--- src/rtl/sdram_cmd_pkg.sv ---
package sdram_cmd_pkg;
  typedef enum logic [3:0] {
    CMD_DESEL, CMD_NOP, CMD_BST, CMD_ACT, CMD_RD,
    CMD_WR, CMD_PRE, CMD_REF, CMD_MRS
  } cmd_e;

  typedef struct packed {
    logic [2:0] burst_len;
    logic       burst_type;
    logic [2:0] cas_lat;
    logic       write_single;
    logic       nonstd;
  } mode_t;
endpackage

--- src/rtl/sdram_cmd_decode.sv ---
module sdram_cmd_decode
  import sdram_cmd_pkg::*;
(
  input  logic cs_n,
  input  logic ras_n,
  input  logic cas_n,
  input  logic we_n,
  output cmd_e cmd
);
  always_comb begin
    if (cs_n) begin
      cmd = CMD_DESEL;
    end else begin
      unique case ({ras_n, cas_n, we_n})
        3'b111: cmd = CMD_NOP;
        3'b110: cmd = CMD_BST;
        3'b011: cmd = CMD_ACT;
        3'b101: cmd = CMD_RD;
        3'b100: cmd = CMD_WR;
        3'b010: cmd = CMD_PRE;
        3'b001: cmd = CMD_REF;
        default: cmd = CMD_MRS;
      endcase
    end
  end
endmodule

--- src/rtl/sdram_bank_track.sv ---
module sdram_bank_track
  import sdram_cmd_pkg::*;
#(
  parameter int NUM_BANKS = 4,
  parameter int ROW_W     = 13,
  localparam int BA_W     = $clog2(NUM_BANKS)
) (
  input  logic                 clk,
  input  logic                 rst_n,
  input  logic                 en,
  input  cmd_e                 cmd,
  input  logic [BA_W-1:0]      ba,
  input  logic                 pre_all,
  input  logic [ROW_W-1:0]     row_in,
  output logic [NUM_BANKS-1:0] open_q,
  output logic [NUM_BANKS-1:0] open_nxt,
  output logic [ROW_W-1:0]     row_sel
);
  logic [ROW_W-1:0] row_q [NUM_BANKS];

  for (genvar g = 0; g < NUM_BANKS; g++) begin : g_bank
    logic hit;
    assign hit = (ba == BA_W'(g));

    always_comb begin
      open_nxt[g] = open_q[g];
      if (en && cmd == CMD_ACT && hit) open_nxt[g] = 1'b1;
      else if (en && cmd == CMD_PRE && (pre_all || hit)) open_nxt[g] = 1'b0;
    end

    always_ff @(posedge clk or negedge rst_n) begin
      if (!rst_n) begin
        open_q[g] <= 1'b0;
        row_q[g]  <= '0;
      end else begin
        open_q[g] <= open_nxt[g];
        if (en && cmd == CMD_ACT && hit) row_q[g] <= row_in;
      end
    end
  end

  assign row_sel = row_q[ba];

  // precharge with the all-banks bit leaves every bank idle
  a_r6_pre_all_closes: assert property (@(posedge clk) disable iff (!rst_n)
    (en && cmd == CMD_PRE && pre_all) |=> (open_q == '0));

  // accepted activate opens the addressed bank
  a_r4_act_opens: assert property (@(posedge clk) disable iff (!rst_n)
    (en && cmd == CMD_ACT) |=> open_q[$past(ba)]);
endmodule

--- src/rtl/sdram_mode_reg.sv ---
module sdram_mode_reg
  import sdram_cmd_pkg::*;
#(
  parameter int ADDR_W = 13,
  parameter int BA_W   = 2
) (
  input  logic              clk,
  input  logic              rst_n,
  input  logic              adv,
  input  logic              load,
  input  logic [ADDR_W-1:0] addr,
  input  logic [BA_W-1:0]   ba,
  output mode_t             mode,
  output logic              busy
);
  mode_t mode_d;
  always_comb begin
    mode_d.burst_len    = addr[2:0];
    mode_d.burst_type   = addr[3];
    mode_d.cas_lat      = addr[6:4];
    mode_d.write_single = addr[9];
    mode_d.nonstd       = |{addr[8:7], addr[ADDR_W-1:10], ba};
  end

  always_ff @(posedge clk or negedge rst_n) begin
    if (!rst_n) begin
      mode <= '0;
      busy <= 1'b0;
    end else if (adv) begin
      busy <= load;
      if (load) mode <= mode_d;
    end
  end

  // a load always opens the busy window
  a_r8_busy_after_load: assert property (@(posedge clk) disable iff (!rst_n)
    load |=> busy);

  // fields only change on a load
  a_r7_mode_stable: assert property (@(posedge clk) disable iff (!rst_n)
    !load |=> $stable(mode));
endmodule

--- src/rtl/sdram_cmd_front.sv ---
module sdram_cmd_front
  import sdram_cmd_pkg::*;
#(
  parameter int NUM_BANKS = 4,
  parameter int ROW_W     = 13,
  parameter int COL_W     = 9,
  localparam int BA_W     = $clog2(NUM_BANKS)
) (
  input  logic                 clk,
  input  logic                 rst_n,
  input  logic                 cke,
  input  logic                 cs_n,
  input  logic                 ras_n,
  input  logic                 cas_n,
  input  logic                 we_n,
  input  logic [BA_W-1:0]      ba,
  input  logic [ROW_W-1:0]     addr,
  output logic                 cmd_act,
  output logic                 cmd_rd,
  output logic                 cmd_wr,
  output logic                 cmd_pre,
  output logic                 cmd_ref,
  output logic                 cmd_mrs,
  output logic                 illegal,
  output logic [NUM_BANKS-1:0] bank_open,
  output logic [BA_W-1:0]      lat_bank,
  output logic [ROW_W-1:0]     lat_row,
  output logic [COL_W-1:0]     lat_col,
  output logic [2:0]           mr_burst_len,
  output logic                 mr_burst_type,
  output logic [2:0]           mr_cas_lat,
  output logic                 mr_write_single,
  output logic                 mr_nonstd,
  output logic                 mr_busy,
  output logic                 suspended,
  output logic                 power_down
);
  cmd_e                 cmd;
  logic                 cke_q;
  logic                 accept;
  logic                 bad;
  logic                 legal;
  logic                 active_cmd;
  logic [NUM_BANKS-1:0] open_nxt;
  logic [ROW_W-1:0]     row_sel;
  mode_t                mode;

  sdram_cmd_decode u_dec (
    .cs_n(cs_n), .ras_n(ras_n), .cas_n(cas_n), .we_n(we_n), .cmd(cmd)
  );

  // edge accepted if cke high now (exit) or high at the previous edge
  assign accept = cke | cke_q;

  assign active_cmd = (cmd != CMD_DESEL) && (cmd != CMD_NOP) && (cmd != CMD_BST);

  always_comb begin
    bad = 1'b0;
    if (mr_busy && active_cmd) bad = 1'b1;
    unique case (cmd)
      CMD_ACT:         if (bank_open[ba]) bad = 1'b1;
      CMD_RD, CMD_WR:  if (!bank_open[ba]) bad = 1'b1;
      CMD_REF, CMD_MRS: if (|bank_open) bad = 1'b1;
      default: ;
    endcase
  end

  assign legal = accept & ~bad;

  sdram_bank_track #(.NUM_BANKS(NUM_BANKS), .ROW_W(ROW_W)) u_banks (
    .clk(clk), .rst_n(rst_n), .en(legal), .cmd(cmd), .ba(ba),
    .pre_all(addr[10]), .row_in(addr), .open_q(bank_open),
    .open_nxt(open_nxt), .row_sel(row_sel)
  );

  sdram_mode_reg #(.ADDR_W(ROW_W), .BA_W(BA_W)) u_mode (
    .clk(clk), .rst_n(rst_n), .adv(accept), .load(legal && cmd == CMD_MRS),
    .addr(addr), .ba(ba), .mode(mode), .busy(mr_busy)
  );

  assign mr_burst_len    = mode.burst_len;
  assign mr_burst_type   = mode.burst_type;
  assign mr_cas_lat      = mode.cas_lat;
  assign mr_write_single = mode.write_single;
  assign mr_nonstd       = mode.nonstd;

  always_ff @(posedge clk or negedge rst_n) begin
    if (!rst_n) begin
      cke_q      <= 1'b1;
      suspended  <= 1'b0;
      power_down <= 1'b0;
      cmd_act    <= 1'b0;
      cmd_rd     <= 1'b0;
      cmd_wr     <= 1'b0;
      cmd_pre    <= 1'b0;
      cmd_ref    <= 1'b0;
      cmd_mrs    <= 1'b0;
      illegal    <= 1'b0;
      lat_bank   <= '0;
      lat_row    <= '0;
      lat_col    <= '0;
    end else begin
      cke_q      <= cke;
      suspended  <= ~cke;
      power_down <= ~cke & ~|open_nxt;
      cmd_act    <= legal && cmd == CMD_ACT;
      cmd_rd     <= legal && cmd == CMD_RD;
      cmd_wr     <= legal && cmd == CMD_WR;
      cmd_pre    <= legal && cmd == CMD_PRE;
      cmd_ref    <= legal && cmd == CMD_REF;
      cmd_mrs    <= legal && cmd == CMD_MRS;
      illegal    <= accept & bad;
      if (legal) begin
        unique case (cmd)
          CMD_ACT: begin
            lat_bank <= ba;
            lat_row  <= addr;
          end
          CMD_RD, CMD_WR: begin
            lat_bank <= ba;
            lat_col  <= addr[COL_W-1:0];
            lat_row  <= row_sel;
          end
          CMD_PRE: lat_bank <= ba;
          default: ;
        endcase
      end
    end
  end

  // at most one strobe per cycle
  a_r2_one_strobe: assert property (@(posedge clk) disable iff (!rst_n)
    $onehot0({cmd_act, cmd_rd, cmd_wr, cmd_pre, cmd_ref, cmd_mrs}));

  // a refused command never strobes
  a_r9_refused_quiet: assert property (@(posedge clk) disable iff (!rst_n)
    illegal |-> !(cmd_act | cmd_rd | cmd_wr | cmd_pre | cmd_ref | cmd_mrs));

  // column access only lands on an open bank
  a_r5_access_open: assert property (@(posedge clk) disable iff (!rst_n)
    (cmd_rd | cmd_wr) |-> bank_open[lat_bank]);

  // nothing is accepted on the edge after a mode load
  a_r8_gap_after_load: assert property (@(posedge clk) disable iff (!rst_n)
    cmd_mrs |=> !(cmd_act | cmd_rd | cmd_wr | cmd_pre | cmd_ref | cmd_mrs));

  // while cke stays low the state holds
  a_r10_frozen: assert property (@(posedge clk) disable iff (!rst_n)
    (suspended && !cke) |=> ($stable(bank_open) && $stable(lat_row) &&
      $stable(lat_col) && $stable(lat_bank) && $stable(mr_busy) && !illegal &&
      !(cmd_act | cmd_rd | cmd_wr | cmd_pre | cmd_ref | cmd_mrs)));

  // power-down implies every bank idle
  a_r11_pd_idle: assert property (@(posedge clk) disable iff (!rst_n)
    power_down |-> (bank_open == '0) && suspended);
endmodule

--- config.mk ---
export PLATFORM = sky130hd
export DESIGN_NAME = sdram_cmd_front
export DESIGN_NICKNAME = d
export VERILOG_FILES = /design/src/rtl/sdram_cmd_pkg.sv /design/src/rtl/sdram_cmd_decode.sv /design/src/rtl/sdram_bank_track.sv /design/src/rtl/sdram_mode_reg.sv /design/src/rtl/sdram_cmd_front.sv
export SDC_FILE = /design/constraint.sdc
export NUM_CORES = 1
export LEC_CHECK = 0
export BUFFER_PORTS_ARGS = -buffer_cell sky130_fd_sc_hd__clkbuf_2
export CORE_MARGIN = 5
export CORE_UTILIZATION = 61
export CTS_BUF_LIST = sky130_fd_sc_hd__clkbuf_16
export DETAILED_ROUTE_END_ITERATION = 8
export PLACE_DENSITY = 0.93
export SLEW_MARGIN = 40
export SYNTH_ARGS = -nofsm -noshare
export SYNTH_HDL_FRONTEND = slang
export SYNTH_SLANG_ARGS = --single-unit
--- constraint.sdc ---
create_clock -name clk -period 3.4 [get_ports clk]
set_input_delay 0.51 -clock clk [delete_from_list [all_inputs] [get_ports clk]]
set_output_delay 0.51 -clock clk [all_outputs]
set_load 0.005 [all_outputs]
After elaboration in Yosys (flattened, before gate mapping)
Cells that the tools add are included.
- mux-type cells: 21
- magnitude comparators: 2
- bitwise gates (word level): 7
- div/mod/pow operators: 0
- shift operators: 0
- add/sub/neg operators: 0
- eq/ne operators: 18
- reductions and logical operators: 35
- $mul: 0
- operators by type and width (operator ; number):
    one-hot mux 4 bit (7 select lines) ; 1
    binary-select mux 13 bit (select 2 bit) ; 1
    two-way mux 13 bit ; 2
    one-hot mux 13 bit (2 select lines) ; 1
    logical AND 1 bit ; 17
    equality test 4 x 3 -> 1 bit, second input constant ; 4
    two-way mux 1 bit ; 13
    equality test 3 bit, second input constant ; 4
    OR reduction 4 bit ; 3
    AND reduction 2 bit ; 4
    OR reduction 7 bit ; 1
    equality test 3 x 2 -> 1 bit, second input constant ; 2
    equality test 2 bit, second input constant ; 2
    equality test 4 x 2 -> 1 bit, second input constant ; 1
    equality test 4 bit, second input constant ; 1
    logical OR 1 bit ; 4
    two-way mux 4 bit ; 1
    != test 4 x 1 -> 1 bit, second input constant ; 1
    != test 4 x 2 -> 1 bit, second input constant ; 1
    nonzero test 4 bit ; 1
    OR reduction 2 bit ; 2
    AND 1 bit ; 3
    equality test 3 x 1 -> 1 bit, second input constant ; 1
    >= comparator 3 bit, second input constant ; 1
    other kinds (10) ; 11
- flip-flop bits (word level): 100
- bits of input ports: 22
- memory bits (writable): 0
- bits in latches: 0
- output and inout port bits: 47
- memories kept: 0
- logic and storage cells: 110
- memory bits (read-only): 0

Depth between registers and ports, before layout
Gate-level depths: netlist of run 1.
- word-level depth: 19
- mapped depth: 6
- depth with buffers taken out: 4

Hierarchy
Synthesis of run 1 repeated with hierarchy kept, for this count alone.
- cells, all modules: 316
- area, all modules: 4727.0 µm²
- modules (own cells, without submodules) (module ; times used ; cells each ; area each (µm²) ; sequential area each (µm²)):
    sdram_bank_track ; 1 ; 153 ; 2597.5 ; 1401.3
    sdram_cmd_front ; 1 ; 127 ; 1626.6 ; 852.1
    sdram_mode_reg ; 1 ; 25 ; 424.2 ; 250.2
    sdram_cmd_decode ; 1 ; 11 ; 78.8 ; 0.0

Worst setup path before layout of run 1
Ideal clock, no wire load.
- path type: input port to flip-flop
- from: in ba[0]
- to: reg u_banks.row_q[16] (netlist bit)
- arrival: 2.001 ns
- cell stages on the path: 4
- data required time: 3.275 ns
- setup time: 0.125 ns
- path buffers: 1
- slack: 1.274 ns
- cell sequence: mux4_2 > nor4_4 > buf_6 > mux2_2
- longest elaborated chain between the ends: 8
- elaborated cells between the ends (all ways): 10
- those cells by class: eq/ne (1); mux (5); bitwise (2); reduce/logical (2)
- RTL lines (what ; line ; RTL):
    start, declared ; sdram_cmd_front.sv:16 ; input logic [BA_W-1:0] ba,
    binary-select mux 1 bit (select 2 bit) ; sdram_cmd_front.sv:61, sdram_cmd_front.sv:62 ;
    two-way mux 1 bit (not written as such) ; sdram_cmd_front.sv:61, sdram_cmd_front.sv:62 ;
    two-way mux 1 bit, on equally long branches ; sdram_cmd_front.sv:62, sdram_cmd_front.sv:61 ;
    one-hot mux 1 bit (3 select lines) ; sdram_cmd_front.sv:60 ; unique case (cmd)
    NOT 1 bit ; sdram_cmd_front.sv:68 ; assign legal = accept & ~bad;
    AND 1 bit ; sdram_cmd_front.sv:68 ;
    logical AND 1 bit ; sdram_bank_track.sv:37 ; if (en && cmd == CMD_ACT && hit) row_q[g] <= row_in;
    logical AND 1 bit * ; sdram_bank_track.sv:37 ;
    end signal, assigned by index ; sdram_bank_track.sv:37 ;
    end, declared ; sdram_bank_track.sv:19 ; logic [ROW_W-1:0] row_q [NUM_BANKS];
Every way passes the cells marked *; elsewhere a longest branch is shown, timed or not. The select of a mux whose other input is x is not followed.
A chain may end at the register's enable or synchronous reset.

Worst setup path in the final report of run 1
- from: in ba[0]
- to: reg lat_row[10]
- longest elaborated chain between the ends: 7
- elaborated cells between the ends (all ways): 13
- those cells by class: mux (9); bitwise (3); reduce/logical (1)
- RTL lines (what ; line ; RTL):
    binary-select mux 1 bit (select 2 bit) ; sdram_cmd_front.sv:61, sdram_cmd_front.sv:62 ;
    two-way mux 1 bit (not written as such) ; sdram_cmd_front.sv:61, sdram_cmd_front.sv:62 ;
    two-way mux 1 bit, on equally long branches ; sdram_cmd_front.sv:62, sdram_cmd_front.sv:61 ;
    one-hot mux 1 bit (3 select lines) ; sdram_cmd_front.sv:60 ;
    NOT 1 bit ; sdram_cmd_front.sv:68 ;
    AND 1 bit ; sdram_cmd_front.sv:68 ;
    AND reduction 2 bit (no line) ; -- ;
    end signal, assigned ; sdram_cmd_front.sv:117 ; lat_row <= addr;
    end signal, assigned ; sdram_cmd_front.sv:122 ; lat_row <= row_sel;
    end, declared ; sdram_cmd_front.sv:27 ; output logic [ROW_W-1:0] lat_row,
Several ways; a longest one is shown, not always the timed one. The select of a mux whose other input is x is not followed.

==> results.toml, run 1 <==
[status]
status = "finished clean"

[synthesis]
ys_seq_elements = 100
synthesis.area_mm2 = 0.004442
synth-seq-area-share = 0.5637
yosysWarnings = 0
async_flop_share = 1.000
synth_top_family_by_area = "multiplexers"
synth-simple-area-share = 0.06169
ys_types = 38
yosys.area_share.adder = 0
synth_top_flop_cell = "dfrtp_1"
synth_area_per_cell_um2 = 15.42
synth_nets = 310
syn-instance-count = 288
synth_xor_area_frac = 0
muxShareOfSynthArea = 0.3189
synth-compound-area-share = 0.03437
synth_edf_count = 0

[timing]
worst_pin_slew_ps = 761.6
finalSetupViolCount = 0
timing.slew.headroom = 0.4923
slew_violations = 0
period_share = 0.7260
fin_crit_ps = 2468
fin_skew_ps = 9.200
rsz0062_at_grt = "no"
setup_tns_ps = 0
hold_viol_final = 0
max_freq_mhz = 405.1

[clock_network]
htreeDepth = 3
cts-resized-gates = 0
cts_setup_buffers = 0
cts.path.max_buffers = 2
insertion_delay_ps = 340
numClockSinks = 100
holdBufCountCts = 0
path_clk_slew_ps = 60
root_buffer = "clkbuf_16"
cts_buffers = 9
cts_tree = "built"

[power_and_ir_drop]
ir_worst_vdd_mv = 0.4620
fin_total_pwr_mw = 3.418
pwr_density_cell_mw_per_mm2 = 648.5
leakagePower_nw = 2.483

[setup_path]
cpMaxStageDelayCell = "mux4_2"
cp.arrival_ps = 2690
crit_path_end_kind = "register"
slowest_delay_ps = 690
path_cells = "clkbuf_2 -> mux4_2 -> o2111ai_2 -> nor2b_2 -> buf_4 -> mux2_1"
cp.required_ps = 3620
crit_type = "input pin to register"
worst-path-max-fanout = 14
cp-start-kind = "input pin"

[routing]
drtIter0Drc = 160
avgViaCountPerCell = 5.976
drc = 0
wl_mm = 9.728
firstDrtPassIters = 5
final_antenna_net_count = 0
wl_per_cell_um = 20.83
vias = 2791

[global_route]
grt_max_degree = 90
track_usage = 0.2386
grt_pass1_vias = 2977
grt_pass1_wl_mm = 15.99
antenna_found_initial = 0
overflow = 0

[floorplanning]
io_pins = 69
dieArea_mm2 = 0.009088
rows = 31
initial_core_util = 0.6190
core_area_mm2 = 0.007176
die_height_um = 95.33
die_x_um = 95.33

[finish]
layout-drive-gt1-share = 0.5652
nets = 385
synthToLayoutAreaGrowth_pct = 18.65
diodes = 0

[placed_design]
io_buffers = 68
gp_congestion = 0.8179
place_hpwl_mm = 6.248

[flow_run]
drv_cap = 0

[hold_path]
hold_path.class = "input pin to asynchronous set/reset pin"
==> path summary, 6_finish.rpt <==
check | from | endpoint | slack, ps | cells past startpoint
min reg2reg | lat_row[4] | lat_row[4] | 500 | 1
max reg2reg | u_banks.open_q[3] | lat_row[10] | 1040 | 5
max in group asynchronous | rst_n | u_banks.row_q[49] | 2530 | 2
min in group clk | cke | cke_q | 310 | 1
min | rst_n | cmd_mrs | 190 | 1
max | ba[0] | lat_row[10] | 930 | 6
==> stage by stage <==
step           utilization  setup WS [ps]  hold slack [ps]  area (um2)  std cells
2_1_floorplan            -           1274            214.4        4442        288
3_3_place_gp        0.6860          685.5            477.9        4922        451
3_5_place_dp        0.6865          588.1            484.1        4926        451
4_1_cts             0.7341          925.5            260.6        5268        467
5_1_grt             0.7344          830.8            279.3        5270        467
6_report            0.7344          931.7            191.1        5270        467
==> per-layer routing <==
metal / global-route usage / part of all wire / vias to the layer above
met3: 0.05209 / 0.045 / 15
met5: 0 / 0 / -
met2: 0.3994 / 0.51 / 78
met1: 0.3111 / 0.43 / 1481
li1: - / - / 1217
met4: 0.07692 / 0.019 / 0
==> registers in the layout, indices dropped and copies added (netlist names) <==
signal / cells
lat_row: 13
u_mode.busy: 1
suspended: 1
illegal: 1
u_banks.row_q: 52
cmd_wr: 1
cmd_ref: 1
cmd_act: 1
cke_q: 1
power_down: 1
lat_col: 9
cmd_rd: 1
cmd_mrs: 1
lat_bank: 2
cmd_pre: 1
u_mode.mode: 9
u_banks.open_q: 4
==> logic make-up after synthesis <==
kind of cell,after synthesis
compound gates,20
buf+inv,18
flops,100
mux,112
simple gates,38
==> area by class of cell <==
type	count	area, um2
Inverter	3	11.26
Clock inverter	7	116.4
Fill cell	425	1906
Clock buffer	9	225.2
Tap cell	99	123.9
Timing Repair Buffer	79	431.7
Sequential cell	100	2504
Multi-Input combinational cell	170	1858
==> critical path: cells and delay by family <==
family | cells | cell delay, ps
multiplexers | 2 | 1040
AO/OA/AOI/OAI | 1 | 130
AND/OR/NAND/NOR | 1 | 350
buffers and inverters | 2 | 630
==> cells in the mapped netlist (2+ instances only) <==
cell type	instances	area share
o41ai_1	2	0.0039
nand2b_1	6	0.0085
a21oi_1	3	0.0034
buf_2	7	0.0079
a21o_1	3	0.0051
dfrtp_1	99	0.56
mux2_1	10	0.025
a2111o_1	2	0.0051
o21ai_0	5	0.0056
inv_1	3	0.0025
nor4_1	4	0.0056
nor2_1	4	0.0034
mux2i_1	2	0.0045
or3_1	3	0.0042
nor4_4	2	0.0096
mux2_2	86	0.22
nand2_1	7	0.0059
clkbuf_1	4	0.0034
mux4_2	14	0.071
nor4_2	2	0.0056
nor3_1	2	0.0023
buf_6	2	0.0051
==> where the power goes <==
part / switching, mW / internal (mW)
Sequential: 0.160 / 1.46
Clock: 0.436 / 0.716
Combinational: 0.271 / 0.378
Total: 0.867 / 2.55
==> cell usage in the layout (no fill, tap or decap), types with 2 or more instances in the layout <==
| cell | instances |
|---|---|
| buf_4 | 11 |
| nor4_1 | 3 |
| nor3_1 | 2 |
| o21ai_0 | 5 |
| dfrtp_1 | 99 |
| mux4_2 | 14 |
| clkinvlp_4 | 3 |
| a21oi_1 | 3 |
| o41ai_1 | 2 |
| clkbuf_16 | 9 |
| nor4_4 | 3 |
| inv_1 | 4 |
| bufinv_16 | 3 |
| nor4_2 | 2 |
| a21o_1 | 3 |
| mux2_2 | 86 |
| mux2i_1 | 2 |
| a2111o_1 | 2 |
| clkbuf_2 | 67 |
| nor2_1 | 4 |
| mux2_1 | 10 |
| nand2b_1 | 6 |
| nand2_1 | 7 |
| or3_1 | 3 |
No activity file was read; power rests on OpenSTA's default activity.
==> run 2, diff against run 1 <==
- CORE_UTILIZATION: 61 -> 51
- PLACE_DENSITY: 0.93 -> 0.84
- clock period: 3.4 -> 2.1 ns (I/O delays scaled with it)
==> run 2 against run 1 <==
Compared with the run above: clock power up 52%; register-to-register slack worse by 960 ps; sequential share of layout area down 1.1 points; critical path depth down 2; combinational power up 69%; sequential power up 59%; via count up 1.0%.
==> results.toml, run 2 (same netlist as run 1, synthesis figures left out) <==
[status]
status = "finished clean"

[power_and_ir_drop]
pwr_density_cell_mw_per_mm2 = 1007
p_int_mw = 4.043
power.switching_mw = 1.388
p_sw_frac = 0.2555
pwr-share-clk = 0.322
p_seq_frac = 0.476
power_frac_comb = 0.202
ir_worst_vdd_mv = 0.6165
leakagePower_nw = 2.554

[placed_design]
io_buffers = 68
place_hpwl_mm = 6.592
gp_congestion = 0.8006

[floorplanning]
die_height_um = 103.3
initial_core_util = 0.5169
core_area_mm2 = 0.008593
io_pins = 69
rows = 34
dieArea_mm2 = 0.01068
die_x_um = 103.3

[finish]
mostFrequentLayoutCell = "dfrtp_1"
largest_reg_flops = 52
fillers = 645
synthToLayoutAreaGrowth_pct = 21.46
nets = 401
layout_common_cells = "dfrtp_1, mux2_2, clkbuf_2, buf_4, mux4_2"
layout-drive-gt1-share = 0.5822
top_register = "u_banks.row_q"
diodes = 0
reg.largest.list = "u_banks.row_q x52, lat_row x13"
final_util = 0.6278
seqCellArea_mm2 = 0.002504
multi_input_area_mm2 = 0.001858

[timing]
slew_violations = 0
worst_pin_slew_ps = 699.8
max_freq_mhz = 494.7
timing.slew.headroom = 0.5332
setup_tns_ps = 0
fin_skew_ps = 4.276
finalSetupViolCount = 0
period_share = 0.9626
hold_viol_final = 0
rsz0062_at_grt = "no"
fin_crit_ps = 2022
whs_ps = 118.0

[routing]
drc = 0
final_antenna_net_count = 0
wl_met3_um = 418
avgViaCountPerCell = 5.741
vias = 2819
wl_per_cell_um = 19.23
drt-met1-wl_mm = 3.965
firstDrtPassIters = 4
top_layer = "met4"
wl_met2_mm = 4.828
drtIter0Drc = 127
wl_mm = 9.440

[setup_path]
path_cells = "mux4_2 -> nor4_4 -> buf_4 -> mux2_2"
cp_num_cells = 4
cp.required_ps = 2320
crit_type = "register to register"
cp-start-kind = "register"
reg2reg_from = "u_banks.open_q[3]"
reg2reg_slack_ps = 80
reg2regPathDepth = 4
worst-path-max-fanout = 8
cpMaxStageDelayCell = "mux4_2"
slowest_delay_ps = 600
worstSetupEndpoint = "u_banks.row_q[38]"
cp.arrival_ps = 2240
worst-path-buf-inv = 1
critPathTopFamily = "multiplexers"
crit_path_end_kind = "register"
r2r-end = "u_banks.row_q[38]"
startpoint = "u_banks.open_q[3]"

[global_route]
grt_pass1_vias = 3131
overflow = 0
grt_max_degree = 71
antenna_found_initial = 0
track_usage = 0.1985
grt_pass1_wl_mm = 16.06

[clock_network]
cts.path.max_buffers = 2
insertion_delay_ps = 340
numClockSinks = 100
path_clk_slew_ps = 60
root_buffer = "clkbuf_16"
htreeDepth = 3
cts-resized-gates = 0
cts_tree = "built"
cts_buffers = 9

[hold_path]
hold_path.class = "input pin to register"
hold_depth = 1

[flow_run]
drv_cap = 0
[run 2: layer usage]
| metal | GRT usage | vias up |
|---|---|---|
| li1 | - | 1251 |
| met1 | 0.2534 | 1468 |
| met2 | 0.3310 | 77 |
| met3 | 0.03689 | 23 |
| met4 | 0.08865 | 0 |
| met5 | 0 | - |
[run 2: metrics by stage]
stage          cells  cell area (um2)  total power [mW]  worst slack, ps
2_1_floorplan    288             4442             3.174            62.72
3_3_place_gp     475             5071             3.661            52.77
3_5_place_dp     475             5071             3.736           -6.655
4_1_cts          491             5395             5.498            76.97
5_1_grt          491             5395             5.724            22.66
6_report         491             5395             5.431            78.48
[run 2: what timing repair did]
item,in CTS,in global routing
hold buffers,1,0
setup buffers,0,0
endpoints found under the hold margin,19,0
[run 2: area by class of cell]
cell class                 count  share of cell area
clock buffer                   9             0.04174
inverter                       3            0.002087
sequential                   100              0.4641
timing repair buffer          95              0.1062
multi-input combinational    170              0.3444
clock inverter                 6             0.01647
tap                          108             0.02505
[run 2: worst min path at each step]
stage           from  slack (ps)         end
2_1_floorplan  rst_n          20     cmd_act
3_3_place_gp   rst_n         360  lat_col[2]
3_5_place_dp   rst_n         360  lat_col[1]
4_1_cts          cke         110       cke_q
5_1_grt          cke         110       cke_q
6_report         cke         120       cke_q
[run 2: power by group through the flow]
stage / registers (mW) / clock network (mW) / logic (mW)
finish: 2.58 / 1.75 / 1.10
detailed placement: 2.62 / 0 / 1.12
global placement: 2.58 / 0 / 1.08
CTS: 2.59 / 1.78 / 1.13
floorplan: 2.60 / 0 / 0.577
global route: 2.64 / 1.87 / 1.22
